<file path="src/rtl/rp_pkg.sv">
package rp_pkg;

  typedef enum logic [1:0] {
    RM_NEAREST = 2'd0,
    RM_ZERO    = 2'd1,
    RM_UP      = 2'd2,
    RM_DOWN    = 2'd3
  } roundMode_e;

  // Decisions from control to datapath
  typedef struct packed {
    logic belowMin;    // exponent under the normal range
    logic useFlush;    // replace the result with the flush value
    logic nearest;     // nearest-even increment rule
    logic dirUp;       // directed mode rounding away from zero
    logic satToInf;    // overflow saturates to infinity
    logic flushToMin;  // flush gives smallest subnormal, not zero
  } rpStrobe_t;

endpackage

</file>
<file path="src/rtl/rp_ctrl.sv">
module rp_ctrl
  import rp_pkg::*;
#(
  parameter int EXP_W    = 10,
  parameter int EXP_BITS = 8
) (
  input  logic                    sign,
  input  logic signed [EXP_W-1:0] expIn,
  input  logic [1:0]              mode,
  input  logic                    flushEn,
  output rpStrobe_t               strobe
);
  localparam int BIAS = (1 << (EXP_BITS - 1)) - 1;
  localparam int XW   = EXP_W + 2;
  localparam logic signed [XW-1:0] EMIN_X = XW'(1 - BIAS);

  roundMode_e modeE;
  logic signed [XW-1:0] expWide;
  logic below;
  logic awayUp;

  always_comb begin
    modeE   = roundMode_e'(mode);
    expWide = XW'(expIn);
    below   = expWide < EMIN_X;
    awayUp  = ((modeE == RM_UP) && !sign) || ((modeE == RM_DOWN) && sign);
    strobe.belowMin   = below;
    strobe.useFlush   = below && flushEn;
    strobe.nearest    = (modeE == RM_NEAREST);
    strobe.dirUp      = awayUp;
    strobe.satToInf   = (modeE == RM_NEAREST) || awayUp;
    strobe.flushToMin = awayUp;
  end

endmodule

</file>
<file path="src/rtl/rp_datapath.sv">
module rp_datapath
  import rp_pkg::*;
#(
  parameter int EXP_W    = 10,
  parameter int EXP_BITS = 8,
  parameter int FRAC_W   = 23
) (
  input  logic                    sign,
  input  logic signed [EXP_W-1:0] expIn,
  input  logic [FRAC_W+3:0]       sigIn,
  input  rpStrobe_t               strobe,
  output logic [EXP_BITS+FRAC_W:0] word,
  output logic                    inexact,
  output logic                    underflow,
  output logic                    overflow
);
  localparam int SIG_W = FRAC_W + 4;
  localparam int BIAS  = (1 << (EXP_BITS - 1)) - 1;
  localparam int XW    = EXP_W + 2;
  localparam int SH_W  = $clog2(SIG_W + 1);
  localparam logic signed [XW-1:0] EMIN_X = XW'(1 - BIAS);
  localparam logic signed [XW-1:0] EMAX_X = XW'(BIAS);
  localparam logic signed [XW-1:0] BIAS_X = XW'(BIAS);

  function automatic logic [SIG_W:0] roundSig(input logic [SIG_W-1:0] s,
                                              input logic nr, input logic up);
    logic [3:0] inc;
    inc = 4'd0;
    if (|s[2:0]) begin
      if (nr) inc = s[3] ? 4'd4 : 4'd3;
      else if (up) inc = 4'd8;
    end
    return {1'b0, s} + (SIG_W + 1)'(inc);
  endfunction

  logic signed [XW-1:0] expWide, shiftAmt, stageExp, finalExp;
  logic [SIG_W:0]       rawRounded, postRounded;
  logic [SIG_W-1:0]     lostMask, denormSig, stageSig, finalSig;
  logic [SH_W-1:0]      shSmall;
  logic                 boundaryHit, stageInexact, tinyPre, expOver;
  logic [FRAC_W:0]      mant;
  logic [EXP_BITS-1:0]  expField;

  always_comb begin
    expWide    = XW'(expIn);
    rawRounded = roundSig(sigIn, strobe.nearest, strobe.dirUp);
    boundaryHit = strobe.belowMin && !strobe.useFlush &&
                  (expWide == EMIN_X - XW'(1)) && rawRounded[SIG_W];

    // sticky right shift into the subnormal range
    shiftAmt = EMIN_X - expWide;
    shSmall  = shiftAmt[SH_W-1:0];
    lostMask = ~({SIG_W{1'b1}} << shSmall);
    if (shiftAmt >= XW'(SIG_W)) begin
      denormSig = {{(SIG_W-1){1'b0}}, |sigIn};
    end else begin
      denormSig = (sigIn >> shSmall);
      denormSig[0] = denormSig[0] | (|(sigIn & lostMask));
    end

    if (boundaryHit) begin
      stageSig = rawRounded[SIG_W:1] & ~(SIG_W'(7));
      stageExp = EMIN_X;
    end else if (strobe.belowMin) begin
      stageSig = denormSig;
      stageExp = EMIN_X;
    end else begin
      stageSig = sigIn;
      stageExp = expWide;
    end

    stageInexact = |stageSig[2:0];
    tinyPre      = stageInexact && !stageSig[SIG_W-1];
    postRounded  = roundSig(stageSig, strobe.nearest, strobe.dirUp);
    if (postRounded[SIG_W]) begin
      finalSig = postRounded[SIG_W:1];
      finalExp = stageExp + XW'(1);
    end else begin
      finalSig = postRounded[SIG_W-1:0];
      finalExp = stageExp;
    end
    mant     = finalSig[SIG_W-1:3];
    expOver  = finalExp > EMAX_X;
    expField = mant[FRAC_W] ? EXP_BITS'(finalExp + BIAS_X) : '0;

    if (strobe.useFlush) begin
      word      = {sign, {(EXP_BITS+FRAC_W-1){1'b0}}, strobe.flushToMin};
      inexact   = 1'b1;
      underflow = 1'b1;
      overflow  = 1'b0;
    end else if (expOver) begin
      word      = strobe.satToInf ? {sign, {EXP_BITS{1'b1}}, {FRAC_W{1'b0}}}
                                  : {sign, {(EXP_BITS-1){1'b1}}, 1'b0, {FRAC_W{1'b1}}};
      inexact   = 1'b1;
      underflow = 1'b0;
      overflow  = 1'b1;
    end else begin
      word      = {sign, expField, mant[FRAC_W-1:0]};
      inexact   = stageInexact || boundaryHit;
      underflow = tinyPre;
      overflow  = 1'b0;
    end
  end

endmodule

</file>
<file path="src/rtl/rp_round_pack.sv">
module rp_round_pack
  import rp_pkg::*;
#(
  parameter int EXP_W    = 10,
  parameter int EXP_BITS = 8,
  parameter int FRAC_W   = 23
) (
  input  logic                      clk,
  input  logic                      rstN,
  input  logic                      inValid,
  input  logic                      inSign,
  input  logic signed [EXP_W-1:0]   inExp,
  input  logic [FRAC_W+3:0]         inSig,
  input  logic [1:0]                roundMode,
  input  logic                      flushEn,
  output logic                      outValid,
  output logic [EXP_BITS+FRAC_W:0]  outWord,
  output logic                      outInexact,
  output logic                      outUnderflow,
  output logic                      outOverflow
);
  rpStrobe_t strobe;
  logic [EXP_BITS+FRAC_W:0] nextWord;
  logic nextInexact, nextUnderflow, nextOverflow;

  rp_ctrl #(.EXP_W(EXP_W), .EXP_BITS(EXP_BITS)) u_ctrl (
    .sign(inSign), .expIn(inExp), .mode(roundMode), .flushEn(flushEn),
    .strobe(strobe)
  );

  rp_datapath #(.EXP_W(EXP_W), .EXP_BITS(EXP_BITS), .FRAC_W(FRAC_W)) u_dpath (
    .sign(inSign), .expIn(inExp), .sigIn(inSig), .strobe(strobe),
    .word(nextWord), .inexact(nextInexact), .underflow(nextUnderflow),
    .overflow(nextOverflow)
  );

  always_ff @(posedge clk) begin
    if (!rstN) begin
      outValid     <= 1'b0;
      outWord      <= '0;
      outInexact   <= 1'b0;
      outUnderflow <= 1'b0;
      outOverflow  <= 1'b0;
    end else begin
      outValid <= inValid;
      if (inValid) begin
        outWord      <= nextWord;
        outInexact   <= nextInexact;
        outUnderflow <= nextUnderflow;
        outOverflow  <= nextOverflow;
      end
    end
  end

endmodule

</file>
<file path="config.mk">
export PLATFORM = sky130hd
export DESIGN_NAME = rp_round_pack
export DESIGN_NICKNAME = d
export VERILOG_FILES = /design/src/rtl/rp_pkg.sv /design/src/rtl/rp_ctrl.sv /design/src/rtl/rp_datapath.sv /design/src/rtl/rp_round_pack.sv
export SDC_FILE = /design/constraint.sdc
export NUM_CORES = 1
export LEC_CHECK = 0
export CAP_MARGIN = 15
export CORE_MARGIN = 2
export CORE_UTILIZATION = 45
export DETAILED_ROUTE_END_ITERATION = 10
export DONT_BUFFER_PORTS = 1
export PLACE_DENSITY = 0.6
export SLEW_MARGIN = 20
export SYNTH_ARGS = -nofsm -noshare
export SYNTH_HDL_FRONTEND = slang
export SYNTH_SLANG_ARGS = --single-unit
export TNS_END_PERCENT = 1
</file>
<file path="constraint.sdc">
create_clock -name clk -period 14.7 [get_ports clk]
set_clock_uncertainty 0.15 [all_clocks]
set_input_delay 2.94 -clock clk [delete_from_list [all_inputs] [get_ports clk]]
set_output_delay 2.94 -clock clk [all_outputs]
set_load 0.05 [all_outputs]
</file>
==> results of run 1 <==
[logic make-up after synthesis]
kind of cell / share of synthesized area
AOI/OAI and AO/OA: 0.276
xor gates and xnor gates: 0.0444
adders and majority gates: 0.0419
buffers and inverters: 0.0798
DFF: 0.131
muxes: 0.176
and+or+nand+nor: 0.251
[layout make-up]
| cell class | instances | area (µm²) | share of cell area |
|---|---|---|---|
| flip-flops and latches | 36 | 721 | 0.131 |
| clock inverters | 3 | 18.8 | 0.00340 |
| well taps | 147 | 184 | 0.0333 |
| clock buffers | 5 | 125 | 0.0227 |
| inverters | 20 | 75.1 | 0.0136 |
| multi-input cells | 590 | 4350 | 0.788 |
| repair buffers | 6 | 45.0 | 0.00816 |
[path summary, 6_finish.rpt]
check / start / end / slack, ns
worst min register to register: outWord[1] / outWord[1] / 0.53
worst min-delay path: outWord[1] / outWord[1] / 0.53
worst max-delay path: inExp[0] / outWord[29] / 4.72
worst max register to register: outWord[24] / outWord[24] / 13.47
[synth_stat cells (6+ instances only)]
cell and number:
a221oi_1 6, buf_4 8, o211ai_1 8, clkbuf_1 39, inv_1 18, nor3_1 15, dfxtp_1 36, ha_1 16
xnor2_1 18, nor2b_1 12, mux2i_1 32, a21oi_1 29, mux2_2 10, a21o_1 6, nor4_1 11, nor2_1 51
o21ai_0 47, and3_1 15, and2_1 13, nand4_1 17, xor2_1 8, nand2_1 87, buf_2 11, nand3_1 12
a31oi_1 8, buf_6 8, o31ai_1 8, nand2b_1 6, a22o_1 17, mux4_2 23, o22ai_1 12
[power by group through the flow]
stage               registers (mW)  logic [mW]  clock network, mW
floorplan                    0.135       0.142                  0
global placement             0.137       0.160                  0
detailed placement           0.137       0.161                  0
CTS                          0.135       0.162              0.103
global route                 0.135       0.180              0.109
finish                       0.135       0.166              0.100
[sequential cells by signal (all words and copies together), names as in the netlist]
name and count:
outOverflow 1, outWord 32, outUnderflow 1, outValid 1
outInexact 1
[critical path: stages]
cell and delay, ns:
clkinv_1 0.43, ha_2 0.54, buf_4 0.59, mux4_2 0.60, mux2_2 0.29, mux2_2 0.29
a221oi_1 0.22, a211oi_1 0.12, a211o_1 0.31, nor3_1 0.47, nor4_1 0.11, ha_1 0.29
nand2_1 0.04, a221oi_1 0.34, a41o_4 0.32, and4b_1 0.59, mux2_2 0.41, inv_1 0.06
ha_1 0.13, inv_1 0.06, a311oi_2 0.24, nand2_1 0.11, xnor2_1 0.14, a221o_1 0.31
[routing by layer]
layer,vias to the layer above,GRT usage,routed length (µm)
met2,341,0.477,9020
met4,0,0.0951,654
met1,2799,0.398,8020
li1,2595,-,-
met5,-,0,0
met3,52,0.0582,1920
[stage by stage]
step / util / power (mW)
final: 0.461 / 0.400
after global routing: 0.461 / 0.424
after CTS: 0.461 / 0.400
after detailed placement: 0.449 / 0.298
after global placement: 0.449 / 0.297
after floorplan: - / 0.277
[placed cells by master, fill, tap and decap left out, types with 10 or more instances in the layout]
cell type	Yosys	final
nand2_1	87	87
nor2_1	51	51
o21ai_0	47	47
dfxtp_1	36	36
mux2i_1	32	32
a21oi_1	29	29
mux4_2	23	23
inv_1	18	18
xnor2_1	18	18
a22o_1	17	17
nand4_1	17	17
nor3_1	15	15
and3_1	15	15
ha_1	16	15
and2_1	13	13
nor2b_1	12	12
o22ai_1	12	12
nand3_1	12	12
nor4_1	11	11
mux2_2	10	10
==> summary.txt, run 1 <==
GRT
  • Total global routing overflow: 0
  • Number of global-route vias before repair: about 5500
  • Pin count of the biggest net entering global routing: 50
  • Initial antenna violation count: 0
  • First-pass GRT wire length: between 30000 and 40000 µm
  • GRT Overall Usage: 0.296

Yosys
  • Syn nets: 775
  • Number of library cell types mapped by synthesis: between 80 and 90
  • Top-area cell type share of the netlist area: 0.131
  • Ys flop type: dfxtp_1
  • FF+latch count, synth: 36
  • Mapped cell area: 0.00549 mm²
  • Register area share after synthesis: 0.131
  • Synth area leaders: dfxtp_1, mux4_2, nand2_1
  • Ys async rst share: 0
  • YS warnings: 0
  • Post-synth EDFFs: 0
  • Post-Syn Instances: just over 700
  • Syn_area_per_cell: approximately 7.7 µm²
  • Leading area contributor after synthesis: dfxtp_1

Place
  • RD Place Congestion: ~1.0
  • Port bufs: 0
  • Place WS: ~4.5 ns
  • Hpwl dp: 14500 µm
  • Inst Count DP: roughly 800
  • Placed Area: roughly 0.0054 mm²

Final layout
  • Final instance area: ~0.0055 mm²
  • Layout cell share with drive strength beyond 1: 0.112
  • Ant. Diodes: 0
  • Layout area overhead: 0.501%
  • Layout Cells excl Fill: just over 800
  • Fillers: ~1200
  • NumNets Final: 719

Pwr
  • Switch share: 0.407
  • Net switching power: between 0.15 and 0.2 mW
  • Part of the total power dissipated in combinational logic: 0.414
  • LEAKAGE: approximately 2.1 nW
  • Flop pwr share: 0.336
  • Peak VDD IR: roughly 57 µV
  • Clock share of power: 0.250
  • PwrDens: between 70 and 80 mW/mm²
  • Pint: roughly 0.24 mW

Detailed routing
  • Routed wire per std cell: 24.3 µm
  • Residual DRC: 0
  • Vias: a little under 6000
  • Vias per inst: 7.17
  • Drt pass-1 iters: 5
  • Routed wire length: about 20000 µm
  • DRT iter0 DRCs: 563
  • Antenna viol nets, final: 0

Clock tree
  • H-tree Lvls: 2
  • Clock buffer count from CTS: 5
  • Max clock buf depth: 2
  • CTS tree: done
  • CTS root buffer: clkbuf_16
  • CTS clk-pin slew, worst paths: approximately 0.050 ns
  • Post-CTS Setup Bufs: 0
  • # clock sinks: 36
  • Worst-Skew Late Latency: ~0.27 ns
  • Post-cts resize count: 0
  • Post-cts hold buffer count: 0

Setup path
  • R2R cell count: 3
  • Crit path max fanout: 49
  • Worst EP arrival: ~10 ns
  • Critical Path Source Type: input pin
  • Required @ worst endpoint: 14.71 ns
  • Setup crit end kind: flip-flop
  • WS Path Type: in -> reg

Timing
  • RSZ-0062 raised after global routing: false
  • Sum Neg Setup Slack: 0 ns
  • Setup Viol. Count Final: 0
  • Rel. slew slack: 0.346
  • Slew Limit Fails: 0
  • Final hold violations: 0
  • FMAX: 0.100 GHz
  • Crit share post-route: 0.679
  • Worst Slack Setup Final: 4.72 ns
  • Worst Max-Slew Pin Slew: approximately 0.98 ns
  • Hold slack: 0.528 ns
  • Period minus WS final: about 10 ns

Flow run
  • MaxCap Viol Count: 0

Min path
  • Hold/Removal Path Class: reg -> reg
  • Worst Hold Depth: 2

Die
  • Rows: 40
  • Die H: roughly 110 µm
  • Initial core utilization: 0.459
  • Top-level I/O count: 80
  • Die area: around 0.013 mm²
  • Die Wd: about 110 µm
  • Area of the core: about 0.012 mm²

Outcome
  • Outcome: completed
(Power assumes the default switching activity.)
==> run 2, diff against run 1 <==
==> constraint.sdc (replaced) <==
create_clock -name clk -period 10.4 [get_ports clk]
set_clock_uncertainty 0.15 [all_clocks]
set_input_delay 2.08 -clock clk [delete_from_list [all_inputs] [get_ports clk]]
set_output_delay 2.08 -clock clk [all_outputs]
set_load 0.05 [all_outputs]
==> summary.txt, run 2 (synthesis gave the netlist of run 1 again) <==
Outcome
  • Outcome: completed

Detailed routing
  • Antenna viol nets, final: 0
  • Residual DRC: 0
  • Routed wire length: around 19000 µm
  • Vias per inst: 7.17
  • Vias: 5793
  • DRT iter0 DRCs: between 500 and 600
  • Drt pass-1 iters: 5
  • Routed wire per std cell: 24.0 µm

GRT
  • Initial antenna violation count: 0
  • GRT Overall Usage: 0.295
  • Pin count of the biggest net entering global routing: just under 50
  • First-pass GRT wire length: roughly 30000 µm
  • Total global routing overflow: 0
  • Number of global-route vias before repair: roughly 5600

Setup path
  • Peak per-stage delay on the critical path: approximately 0.62 ns
  • Setup crit end kind: flip-flop
  • Worst path slowest cell: ha_2
  • Required @ worst endpoint: between 10 and 15 ns
  • Crit path max fanout: 39
  • Critical Path Source Type: input pin
  • CP Cell Sequence: clkinv_1, ha_2, buf_4, mux2i_1, o22ai_1, mux2_2, a221oi_1, a211oi_1, a211o_1, nor3_1, nor4_1, ha_1, nand2_1, a221oi_1, a41o_4, and4b_1, mux2_2, inv_1, ha_1, inv_1, a311oi_2, nand2_1, xnor2_1, a221o_1
  • WS Path Type: in -> reg
  • Worst EP arrival: between 8 and 9 ns

Die
  • Rows: 40
  • Initial core utilization: 0.459
  • Die area: between 0.01 and 0.015 mm²
  • Die Wd: 114 µm
  • Top-level I/O count: 80
  • Area of the core: about 0.012 mm²
  • Die H: 114 µm

Timing
  • Rel. slew slack: 0.370
  • Worst Slack Setup Final: about 1.8 ns
  • Period minus WS final: about 8.6 ns
  • Setup Viol. Count Final: 0
  • Slew Limit Fails: 0
  • Sum Neg Setup Slack: 0 ns
  • Final hold violations: 0
  • RSZ-0062 raised after global routing: false
  • FMAX: ~0.12 GHz
  • Worst Max-Slew Pin Slew: about 0.94 ns
  • Crit share post-route: 0.827

Final layout
  • Layout cell share with drive strength beyond 1: 0.113
  • Layout area overhead: 1.07%
  • Commonest non-fill, non-tap cell in the layout: nand2_1
  • NumNets Final: 720
  • Most frequent cells in the layout: nand2_1, nor2_1, o21ai_0
  • Flip-flop count of the largest register after layout: 32
  • Ant. Diodes: 0
  • Final core occ: 0.464
  • Top reg by flops: outWord

Clock tree
  • Post-CTS Setup Bufs: 0
  • CTS root buffer: clkbuf_16
  • Clock buffer count from CTS: 5
  • Max clock buf depth: 2
  • CTS clk-pin slew, worst paths: about 0.060 ns
  • Post-cts resize count: 0
  • Worst-Skew Late Latency: 0.28 ns
  • CTS tree: done
  • H-tree Lvls: 2
  • Post-cts hold buffer count: 0
  • # clock sinks: 36

Flow run
  • MaxCap Viol Count: 0

Place
  • Hpwl dp: approximately 14000 µm
  • RD Place Congestion: approximately 1.0
  • Port bufs: 0
  • Place WS: around 1.6 ns

Pwr
  • Peak VDD IR: between 80 and 90 µV
  • PwrDens: 107 mW/mm²
  • LEAKAGE: ~2.1 nW

Min path
  • Hold/Removal Path Class: reg -> reg
==> run 2: worst max-delay path, delay by kind of cell <==
family | cells | cell delay, ns
compound gates | 8 | 2.07
fa+ha+maj | 3 | 1.06
buf+inv | 4 | 0.68
simple gates | 5 | 1.29
mux | 3 | 1.23
xor+xnor | 1 | 0.14
==> run 2: layout make-up <==
| type | instances | area, µm² |
|---|---|---|
| repair buffers | 7 | 52.6 |
| multi-input cells | 590 | 4350 |
| inverters | 20 | 75.1 |
| fillers | 1221 | 6410 |
| flip-flops and latches | 36 | 721 |
| clock inverters | 3 | 42.5 |
| well taps | 147 | 184 |
| clock buffers | 5 | 125 |
==> run 2: per-layer routing <==
layer	track usage	share of wire	vias to the layer above
met2	0.482	0.46	321
li1	-	-	2602
met5	0	0	-
met3	0.0879	0.11	59
met1	0.368	0.39	2811
met4	0.103	0.036	0
==> run 2: stage by stage <==
stage	power, mW	instance area, µm²	hold WS (ns)	instances
after floorplan	0.392	5490	0.507	715
after global placement	0.420	5380	0.523	800
after detailed placement	0.423	5380	0.524	800
after CTS	0.594	5550	0.531	808
after global routing	0.629	5550	0.544	808
final	0.595	5550	0.526	808
==> run 2: worst paths after layout <==
kind | from | to | slack (ns) | cells past startpoint
hold reg to reg | outWord[1] | outWord[1] | 0.53 | 2
hold / removal | outWord[1] | outWord[1] | 0.53 | 2
setup / recovery | inExp[0] | outWord[29] | 1.80 | 24
setup reg to reg | outWord[28] | outWord[28] | 9.20 | 3
==> run 2: where the power goes <==
| part | leakage (nW) | internal [mW] | switching, mW |
|---|---|---|---|
| clock network | 0.0798 | 0.112 | 0.0578 |
| logic | 1.74 | 0.0999 | 0.135 |
| registers | 0.296 | 0.148 | 0.0420 |
| total | 2.12 | 0.361 | 0.235 |
